**src/rtl/cfgtrk_pkg.sv**
```systemverilog
package cfgtrk_pkg;

  typedef enum logic [1:0] {
    LS_UNLOADED = 2'd0,
    LS_AVAIL    = 2'd1,
    LS_INUSE    = 2'd2
  } life_t;

  // Next value of the in-use count
  function automatic int step_count(int cur, logic inc, logic dec);
    if (inc && !dec) return cur + 1;
    if (dec && !inc) return cur - 1;
    return cur;
  endfunction

  // A release empties the configuration when exactly one object is in use
  function automatic logic is_last_user(int cur);
    return cur == 1;
  endfunction

endpackage

```
**src/rtl/cfgtrk_slot.sv**
```systemverilog
module cfgtrk_slot
  import cfgtrk_pkg::*;
(
  input  logic  clk,
  input  logic  rst_n,
  input  logic  load_all,
  input  logic  clear_all,
  input  logic  set_use,
  input  logic  clr_use,
  output life_t state_o
);

  life_t st_q;

  always_ff @(posedge clk) begin
    if (!rst_n)         st_q <= LS_UNLOADED;
    else if (clear_all) st_q <= LS_UNLOADED;
    else if (load_all)  st_q <= LS_AVAIL;
    else if (set_use)   st_q <= LS_INUSE;
    else if (clr_use)   st_q <= LS_AVAIL;
  end

  assign state_o = st_q;

  p_slot_load_r2: assert property (@(posedge clk) disable iff (!rst_n)
    (load_all && !clear_all) |=> (st_q == LS_AVAIL));

  p_slot_clear_r6: assert property (@(posedge clk) disable iff (!rst_n)
    clear_all |=> (st_q == LS_UNLOADED));

  p_slot_use_r3: assert property (@(posedge clk) disable iff (!rst_n)
    set_use |-> (st_q == LS_AVAIL));

  p_slot_free_r4: assert property (@(posedge clk) disable iff (!rst_n)
    clr_use |-> (st_q == LS_INUSE));

endmodule

```
**src/rtl/cfgtrk_counter.sv**
```systemverilog
module cfgtrk_counter
  import cfgtrk_pkg::*;
#(
  parameter int N_OBJ = 4,
  localparam int CW = $clog2(N_OBJ + 1)
) (
  input  logic          clk,
  input  logic          rst_n,
  input  logic          inc,
  input  logic          dec,
  output logic [CW-1:0] count_o,
  output logic          last_o
);

  logic [CW-1:0] cnt_q;

  always_ff @(posedge clk) begin
    if (!rst_n) cnt_q <= '0;
    else        cnt_q <= CW'(step_count(int'(cnt_q), inc, dec));
  end

  assign count_o = cnt_q;
  assign last_o  = is_last_user(int'(cnt_q));

  p_no_overflow_r3: assert property (@(posedge clk) disable iff (!rst_n)
    inc |-> (int'(cnt_q) < N_OBJ));

  p_no_underflow_r4: assert property (@(posedge clk) disable iff (!rst_n)
    dec |-> (cnt_q != '0));

endmodule

```
**src/rtl/cfg_obj_tracker.sv**
```systemverilog
module cfg_obj_tracker
  import cfgtrk_pkg::*;
#(
  parameter int N_OBJ = 4,
  parameter int IDX_W = $clog2(N_OBJ + 1)
) (
  input  logic               clk,
  input  logic               rst_n,
  input  logic               load_req,
  input  logic               unload_req,
  input  logic               alloc_req,
  input  logic               rel_req,
  input  logic [IDX_W-1:0]   obj_idx,
  output logic [1:0]         cfg_state_o,
  output logic [2*N_OBJ-1:0] obj_state_o,
  output logic               grant_o,
  output logic               error_o
);

  localparam int CW = $clog2(N_OBJ + 1);

  life_t         cfg_q;
  life_t         slot_st [N_OBJ];
  life_t         sel_state;
  logic [CW-1:0] use_cnt;
  logic          last_user;
  logic [3:0]    req_vec;
  logic          multi_req, any_req, idx_ok;
  logic          ev_load, ev_unload, ev_alloc, ev_rel, ev_ok, ev_bad;
  logic          grant_q, err_q;

  assign req_vec   = {load_req, unload_req, alloc_req, rel_req};
  assign multi_req = $countones(req_vec) > 1;
  assign any_req   = |req_vec;
  assign idx_ok    = int'(obj_idx) < N_OBJ;

  always_comb begin
    sel_state = LS_UNLOADED;
    for (int i = 0; i < N_OBJ; i++)
      if (obj_idx == IDX_W'(i)) sel_state = slot_st[i];
  end

  // Named accept events, one per request kind
  assign ev_load   = !multi_req && load_req   && (cfg_q == LS_UNLOADED);
  assign ev_unload = !multi_req && unload_req && (cfg_q == LS_AVAIL);
  assign ev_alloc  = !multi_req && alloc_req  && idx_ok && (sel_state == LS_AVAIL);
  assign ev_rel    = !multi_req && rel_req    && idx_ok && (sel_state == LS_INUSE);
  assign ev_ok     = ev_load | ev_unload | ev_alloc | ev_rel;
  assign ev_bad    = any_req && !ev_ok;

  genvar g;
  generate
    for (g = 0; g < N_OBJ; g++) begin : g_slot
      cfgtrk_slot u_slot (
        .clk      (clk),
        .rst_n    (rst_n),
        .load_all (ev_load),
        .clear_all(ev_unload),
        .set_use  (ev_alloc && (obj_idx == IDX_W'(g))),
        .clr_use  (ev_rel   && (obj_idx == IDX_W'(g))),
        .state_o  (slot_st[g])
      );
      assign obj_state_o[2*g +: 2] = slot_st[g];
    end
  endgenerate

  cfgtrk_counter #(.N_OBJ(N_OBJ)) u_cnt (
    .clk    (clk),
    .rst_n  (rst_n),
    .inc    (ev_alloc),
    .dec    (ev_rel),
    .count_o(use_cnt),
    .last_o (last_user)
  );

  always_ff @(posedge clk) begin
    if (!rst_n) begin
      cfg_q   <= LS_UNLOADED;
      grant_q <= 1'b0;
      err_q   <= 1'b0;
    end else begin
      if (ev_load)                    cfg_q <= LS_AVAIL;
      else if (ev_unload)             cfg_q <= LS_UNLOADED;
      else if (ev_alloc)              cfg_q <= LS_INUSE;
      else if (ev_rel && last_user)   cfg_q <= LS_AVAIL;
      grant_q <= ev_ok;
      err_q   <= ev_bad;
    end
  end

  assign cfg_state_o = cfg_q;
  assign grant_o     = grant_q;
  assign error_o     = err_q;

  p_inuse_matches_count_r4: assert property (@(posedge clk) disable iff (!rst_n)
    (cfg_q == LS_INUSE) == (use_cnt != '0));

  p_unload_blocked_r5: assert property (@(posedge clk) disable iff (!rst_n)
    (unload_req && cfg_q == LS_INUSE) |=> (err_q && cfg_q == LS_INUSE));

  p_multi_refused_r10: assert property (@(posedge clk) disable iff (!rst_n)
    multi_req |=> (err_q && $stable(cfg_q)));

  p_resp_exclusive_r12: assert property (@(posedge clk) disable iff (!rst_n)
    !(grant_q && err_q));

  p_no_resp_idle_r12: assert property (@(posedge clk) disable iff (!rst_n)
    !any_req |=> (!grant_q && !err_q));

  p_unloaded_objs_r1: assert property (@(posedge clk) disable iff (!rst_n)
    (cfg_q == LS_UNLOADED) |-> (obj_state_o == '0));

endmodule

```
**config.mk**
```make
export PLATFORM = sky130hd
export DESIGN_NAME = cfg_obj_tracker
export DESIGN_NICKNAME = d
export VERILOG_FILES = /design/src/rtl/cfgtrk_pkg.sv /design/src/rtl/cfgtrk_slot.sv /design/src/rtl/cfgtrk_counter.sv /design/src/rtl/cfg_obj_tracker.sv
export SDC_FILE = /design/constraint.sdc
export NUM_CORES = 1
export LEC_CHECK = 0
export BUFFER_PORTS_ARGS = -buffer_cell sky130_fd_sc_hd__buf_4
export CORE_AREA = 2 2 49 51
export CTS_BUF_LIST = sky130_fd_sc_hd__clkbuf_8 sky130_fd_sc_hd__clkbuf_16
export DETAILED_ROUTE_END_ITERATION = 6
export DIE_AREA = 0 0 51 53
export MAX_ROUTING_LAYER = met4
export PLACE_DENSITY_LB_ADDON = 0.08
export SLEW_MARGIN = 10
export SYNTH_ARGS = -nofsm -noshare
export SYNTH_HDL_FRONTEND = slang
export SYNTH_SLANG_ARGS = --single-unit
```
**constraint.sdc**
```tcl
create_clock -name clk -period 2.3 [get_ports clk]
set_clock_uncertainty 0.15 [all_clocks]
set_input_delay 0.115 -clock clk [delete_from_list [all_inputs] [get_ports clk]]
set_output_delay 0.115 -clock clk [all_outputs]
set_load 0.01 [all_outputs]
```
# --- After elaboration in Yosys (flattened, before gate mapping) ---
# Index checks and enable logic that the tools add are counted.
totals:
  register_bits: 15
  latch_bits: 0
  ramBits: 0
  romBits: 0
  input_bits: 9
  word_cells: 102
  memories: 0
op_classes:
  n_addsub: 5
  multipliers: 0
  div_mod_pow: 0
  n_lt_le_gt_ge: 2
  eq_ne: 7
  shifts: 0
  muxes: 29
  bitwise_logic: 4
  n_reduce_logical: 42
ops:
  columns: ["cell", "n"]
  rows:
  - ["2-bit 2-to-1 mux", 14]
  - ["1-bit logical AND", 22]
  - ["3-bit 2-to-1 mux", 4]
  - ["2-bit nonzero test", 6]
  - ["3-bit nonzero test", 4]
  - ["1-bit 2-to-1 mux", 11]
  - ["3-bit by 2-bit equality test with 1-bit output, second input constant", 3]
  - ["1-bit by 1-bit adder with 2-bit output", 2]
  - ["2-bit by 1-bit equality test with 1-bit output, second input constant", 2]
  - ["1-bit zero test", 4]
  - ["4-bit nonzero test", 1]
  - ["4-bit OR reduction", 1]
  - ["2-bit by 2-bit adder with 3-bit output", 1]
  - ["3-bit by 1-bit adder with 3-bit output, second input constant", 1]
  - ["3-bit by 1-bit equality test with 1-bit output, second input constant", 1]
  - ["3-bit by 1-bit greater-than comparator with 1-bit output, second input constant", 1]
  - ["3-bit zero test", 1]
  - ["3-bit less-than comparator, second input constant", 1]
  - ["1-bit bitwise OR", 3]
  - ["3-bit OR reduction", 1]
  - ["3-bit by 1-bit subtractor with 3-bit output, second input constant", 1]
  - ["2-bit equality test, second input constant", 1]
  - ["2-bit zero test", 1]
  - ["2-bit OR reduction", 1]
  - ["1-bit inverter", 1]

# --- Logic depth before layout (Yosys ltp) ---
depth:
  ltp_word: 15
  depth_mapped: 12
  depth_no_buf: 12

# --- Cells and area by module ---
# A second synthesis with hierarchy kept.
unflattened:
  cells_unflattened: 122
  area_unflattened_um2: 1088.5
by_module_without_submodules:
  columns: ["mod", "n_inst", "cells_each", "area_each_um2", "seq_area_each_um2"]
  rows:
  - ["cfg_obj_tracker", 1, 56, 494.2, 80.1]
  - ["cfgtrk_slot", 4, 9, 87.6, 40.0]
  - ["cfgtrk_counter", 1, 30, 244.0, 60.1]

# --- Worst setup path before layout ---
# OpenSTA, ideal clock, no wires.
synth_path:
  kind: "in2reg"
  start: "input load_req"
  end: "register u_cnt.cnt_q[2], in the netlist u_cnt.count_o[2]"
  t_arrival_ns: 2.241
  required_time_ns: 2.034
  slack_ns: -0.207
  stages: 10
  path_buffers: 0
  path_cell_list: "inv_1 fa_1 and2b_4 or4_4 nor3_4 inv_2 ha_1 a21oi_1 o211ai_1 o211a_1"
synth_between:
  elab_chain_cells: 13
  elab_cells_between_ends: 24
synth_lines:
  columns: ["element", "line_no", "text"]
  rows:
  - ["start, declared", "cfg_obj_tracker.sv:9", "input logic load_req,"]
  - ["1-bit by 1-bit adder with 2-bit output (not written as such) *", "cfg_obj_tracker.sv:33", "assign multi_req = $countones(req_vec) > 1;"]
  - ["2-bit by 2-bit adder with 3-bit output (not written as such) *", "cfg_obj_tracker.sv:33", null]
  - ["3-bit by 1-bit greater-than comparator with 1-bit output *", "cfg_obj_tracker.sv:33", null]
  - ["1-bit zero test *", "cfg_obj_tracker.sv:46, cfg_obj_tracker.sv:47", null]
  - ["1-bit logical AND (on tied branches) (3 in a row)", "cfg_obj_tracker.sv:47, cfg_obj_tracker.sv:46", null]
  - ["1-bit zero test (on tied branches)", "cfgtrk_pkg.sv:11, cfgtrk_pkg.sv:12", null]
  - ["1-bit logical AND (on tied branches)", "cfgtrk_pkg.sv:11, cfgtrk_pkg.sv:12", null]
  - ["3-bit 2-to-1 mux / 1-bit 2-to-1 mux (equally long branches)", "cfgtrk_pkg.sv:11, cfgtrk_pkg.sv:12", null]
  - ["3-bit 2-to-1 mux / 1-bit 2-to-1 mux (equally long branches)", "cfgtrk_pkg.sv:12", "if (dec && !inc) return cur - 1;"]
  - ["3-bit 2-to-1 mux / 1-bit 2-to-1 mux (equally long branches)", "cfgtrk_pkg.sv:13, cfgtrk_counter.sv:18", null]
  - ["3-bit 2-to-1 mux / 2-bit nonzero test (equally long branches)", null, null]
  - ["end signal, assigned", "cfgtrk_counter.sv:19", "else cnt_q <= CW'(step_count(int'(cnt_q), inc, dec));"]
  - ["end, declared", "cfgtrk_counter.sv:15", "logic [CW-1:0] cnt_q;"]
# Every way passes the cells marked *; elsewhere a longest branch is shown, timed or not. The select of a mux whose other input is x is not followed.
# A chain may end at the register's enable or synchronous reset.

# --- Worst setup path after layout ---
# Ends and elaborated chain as after synthesis.

==> summary.txt <==
Final layout
  – Nets: roughly 170
  – Area Growth Syn to Fin: 42.5%
  – Fillcell total: 189
  – Layout cells sized above 1: 0.416
  – Ant. Diodes: 0
  – Final Util: 0.667

Clock tree
  – TritonCTS Buffers: 3
  – Max Root-Sink Buffers: 2
  – Root buffer cell: clkbuf_8
  – Htree depth: 1
  – Clk sinks: 15
  – TritonCTS clock tree: done
  – Later-pin clock latency in the skew report: roughly 0.26 ns
  – Clock transition at path regs: approximately 0.070 ns

Detailed routing
  – Via density per instance: 5.52
  – Drt drc: 0
  – Drt wl/cell: between 10 and 15 µm
  – DR iter-0 viols: 9
  – Via count: between 1,000 and 1,500
  – Initial DRT Pass Iterations: 4
  – Total Wirelength: roughly 2.6 mm
  – Final ANT Viol Nets: 0

STA
  – RSZ-0062 raised after global routing: yes
  – Final setup fails: 1
  – Slew headroom: 0.716
  – Final WS setup: -0.0226 ns
  – Achievable clock frequency: approximately 430 MHz
  – Final worst-path cycle share: 1.01
  – Slew @ Worst Pin: ~0.42 ns
  – Final Slew Violations: 0
  – Setup TNS: -0.0226 ns
  – Tmin final: between 2 and 2.5 ns
  – Final Hold Viols: 0

Synthesis
  – Syn_nets: 130
  – Post-synth cell types: 38
  – Number of synthesized flops with an enable pin: 0
  – Synth top area share: 0.299
  – Yosys reg bits: 15
  – FFs w/ async S/R, synth: 0
  – Yosys top cell by area: dfxtp_1
  – Ys Warns: 0
  – Main flop type after synthesis: dfxtp_1
  – Post-synthesis sequential area ratio: 0.299
  – Top post-synthesis cells by count: dfxtp_1 (15), inv_1 (11), nand2_1 (11), nor2_1 (10), o21ai_0 (7)
  – Count leader, synth: dfxtp_1
  – Synth Cell Area: between 1000 and 1500 µm²
  – Syn_area_per_cell: around 8.8 µm²
  – Synth Instances: 114
  – Ranking of synthesized cells by area: dfxtp_1 (30%), ha_1 (7.5%), inv_1 (4.1%)

Critical path
  – Arr. time, crit path: 2.33 ns
  – Critical path data required time: roughly 2.3 ns
  – Worst Path Class, Setup: in -> reg
  – Worst-path fanout max: 4
  – Crit start category: input pin
  – CP Capture Type: register

Floorplan
  – Std-Cell Rows: 17
  – Initial Util: 0.468
  – DIE WIDTH: 51 µm
  – Die area: around 2700 µm²
  – Die H: ~53 µm
  – CORE AREA: 2150 µm²
  – I/O pin count: 21

Global routing
  – Initial antenna violation count: 0
  – Largest net degree at the start of global routing: 10
  – Total grt overflow: 0
  – Total GRT Usage: 0.219
  – First-pass GRT wire length: approximately 4.1 mm
  – Vias in the first global route: between 900 and 1,000

Status
  – Status: finished, violations left
  – Failing checks: setup timing

Worst hold path
  – Worst Hold Class: in -> reg

Place
  – I/O Buffers: 20
  – Placer Congestion: 0.797
  – DP Worst Slack: -0.499 ns
  – Dpl hpwl: 1.90 mm

Flow run
  – Total of max-cap violations: 0

Power
  – Peak supply drop: between 400 and 500 µV
  – Power per standard cell area: about 450 nW/µm²
  – Leakage: about 0.00065 µW
[critical path: stages]
cell     delay [ns]
buf_12         0.09
inv_12         0.03
fa_1           0.54
and2b_4        0.19
or4_4          0.44
nor3_4         0.19
inv_2          0.08
ha_4           0.18
buf_6          0.12
a21oi_1        0.11
nor2_1         0.05
o211a_1        0.19
[registers in the layout, indices dropped and copies added (netlist names)]
register               cells
cfg_state_o                2
error_o                    1
g_slot.u_slot.state_o      8
grant_o                    1
u_cnt.count_o              3
[where the power goes]
group / internal, µW / switching (µW)
clock: 120 / 106
sequential: 272 / 7.95
combinational: 69.7 / 68.1
total: 462 / 182
[routing by layer]
layer | global-route usage | up-vias | part of all wire
met5 | - | - | 0
met4 | 0.135 | 0 | 0.020
met3 | 0.0367 | 6 | 0.047
met2 | 0.355 | 29 | 0.49
met1 | 0.253 | 473 | 0.45
li1 | - | 497 | -
[cell usage in the layout (no fill, tap or decap), types with 2 or more instances in the layout]
| cell | count |
|---|---|
| inv_1 | 9 |
| a2111oi_2 | 2 |
| o21ai_0 | 7 |
| inv_2 | 3 |
| buf_4 | 35 |
| nand2b_1 | 3 |
| mux2i_1 | 4 |
| nand4_1 | 2 |
| ha_1 | 5 |
| clkbuf_8 | 3 |
| nand2_1 | 11 |
| o211ai_1 | 4 |
| a41o_1 | 2 |
| dfxtp_1 | 15 |
| a211oi_2 | 2 |
| and4_2 | 3 |
| nor2_1 | 9 |
| nor4_1 | 3 |
| a31oi_1 | 4 |
[area by class of cell]
| class | count | area (µm²) | area share |
|---|---|---|---|
| repair buffers | 38 | 304 | 0.212 |
| well taps | 28 | 35.0 | 0.0244 |
| flip-flops and latches | 15 | 300 | 0.209 |
| inverters | 13 | 61.3 | 0.0428 |
| multi-input cells | 84 | 687 | 0.479 |
| clock buffers | 3 | 41.3 | 0.0288 |
| clock inverters | 1 | 5.00 | 0.00349 |
[cells by family (layout without fill, tap and decap cells)]
family,Yosys count,after routing,synth area share
and+or+nand+nor,43,43,0.265
AOI/OAI and AO/OA,30,30,0.243
DFF,15,15,0.299
buffers and inverters,15,55,0.0597
adders and majority gates,7,7,0.0945
muxes,4,4,0.0398
[final timing paths]
| path | slack, ns | from | depth (start not counted) | endpoint |
|---|---|---|---|---|
| max | -0.02 | load_req | 12 | u_cnt.count_o[2] |
| min | 0.05 | obj_idx[1] | 4 | g_slot[0].u_slot.state_o[1] |
| max reg2reg | 0.27 | g_slot[1].u_slot.state_o[0] | 9 | u_cnt.count_o[2] |
| min reg2reg | 0.35 | g_slot[1].u_slot.state_o[0] | 2 | g_slot[1].u_slot.state_o[0] |
[stage by stage]
| stage | power (µW) | cells | hold WS, ns | area (µm²) |
|---|---|---|---|---|
| final | 644 | 182 | 0.0546 | 1430 |
| after global routing | 672 | 182 | 0.0842 | 1430 |
| after CTS | 644 | 179 | 0.0477 | 1390 |
| after detailed placement | 416 | 173 | 0.244 | 1310 |
| after global placement | 414 | 173 | 0.226 | 1310 |
| after floorplan | 356 | 114 | 0.0825 | 1040 |
[what timing repair did]
item / in CTS / in global routing
setup buffers: 1 / 3
endpoints found under the hold margin: 2 / 0
gates resized for setup: 4 / 6
hold buffers: 1 / 0
pin swaps: 2 / 0
setup endpoints to repair: 3 / 3
(Power assumes the default switching activity.)
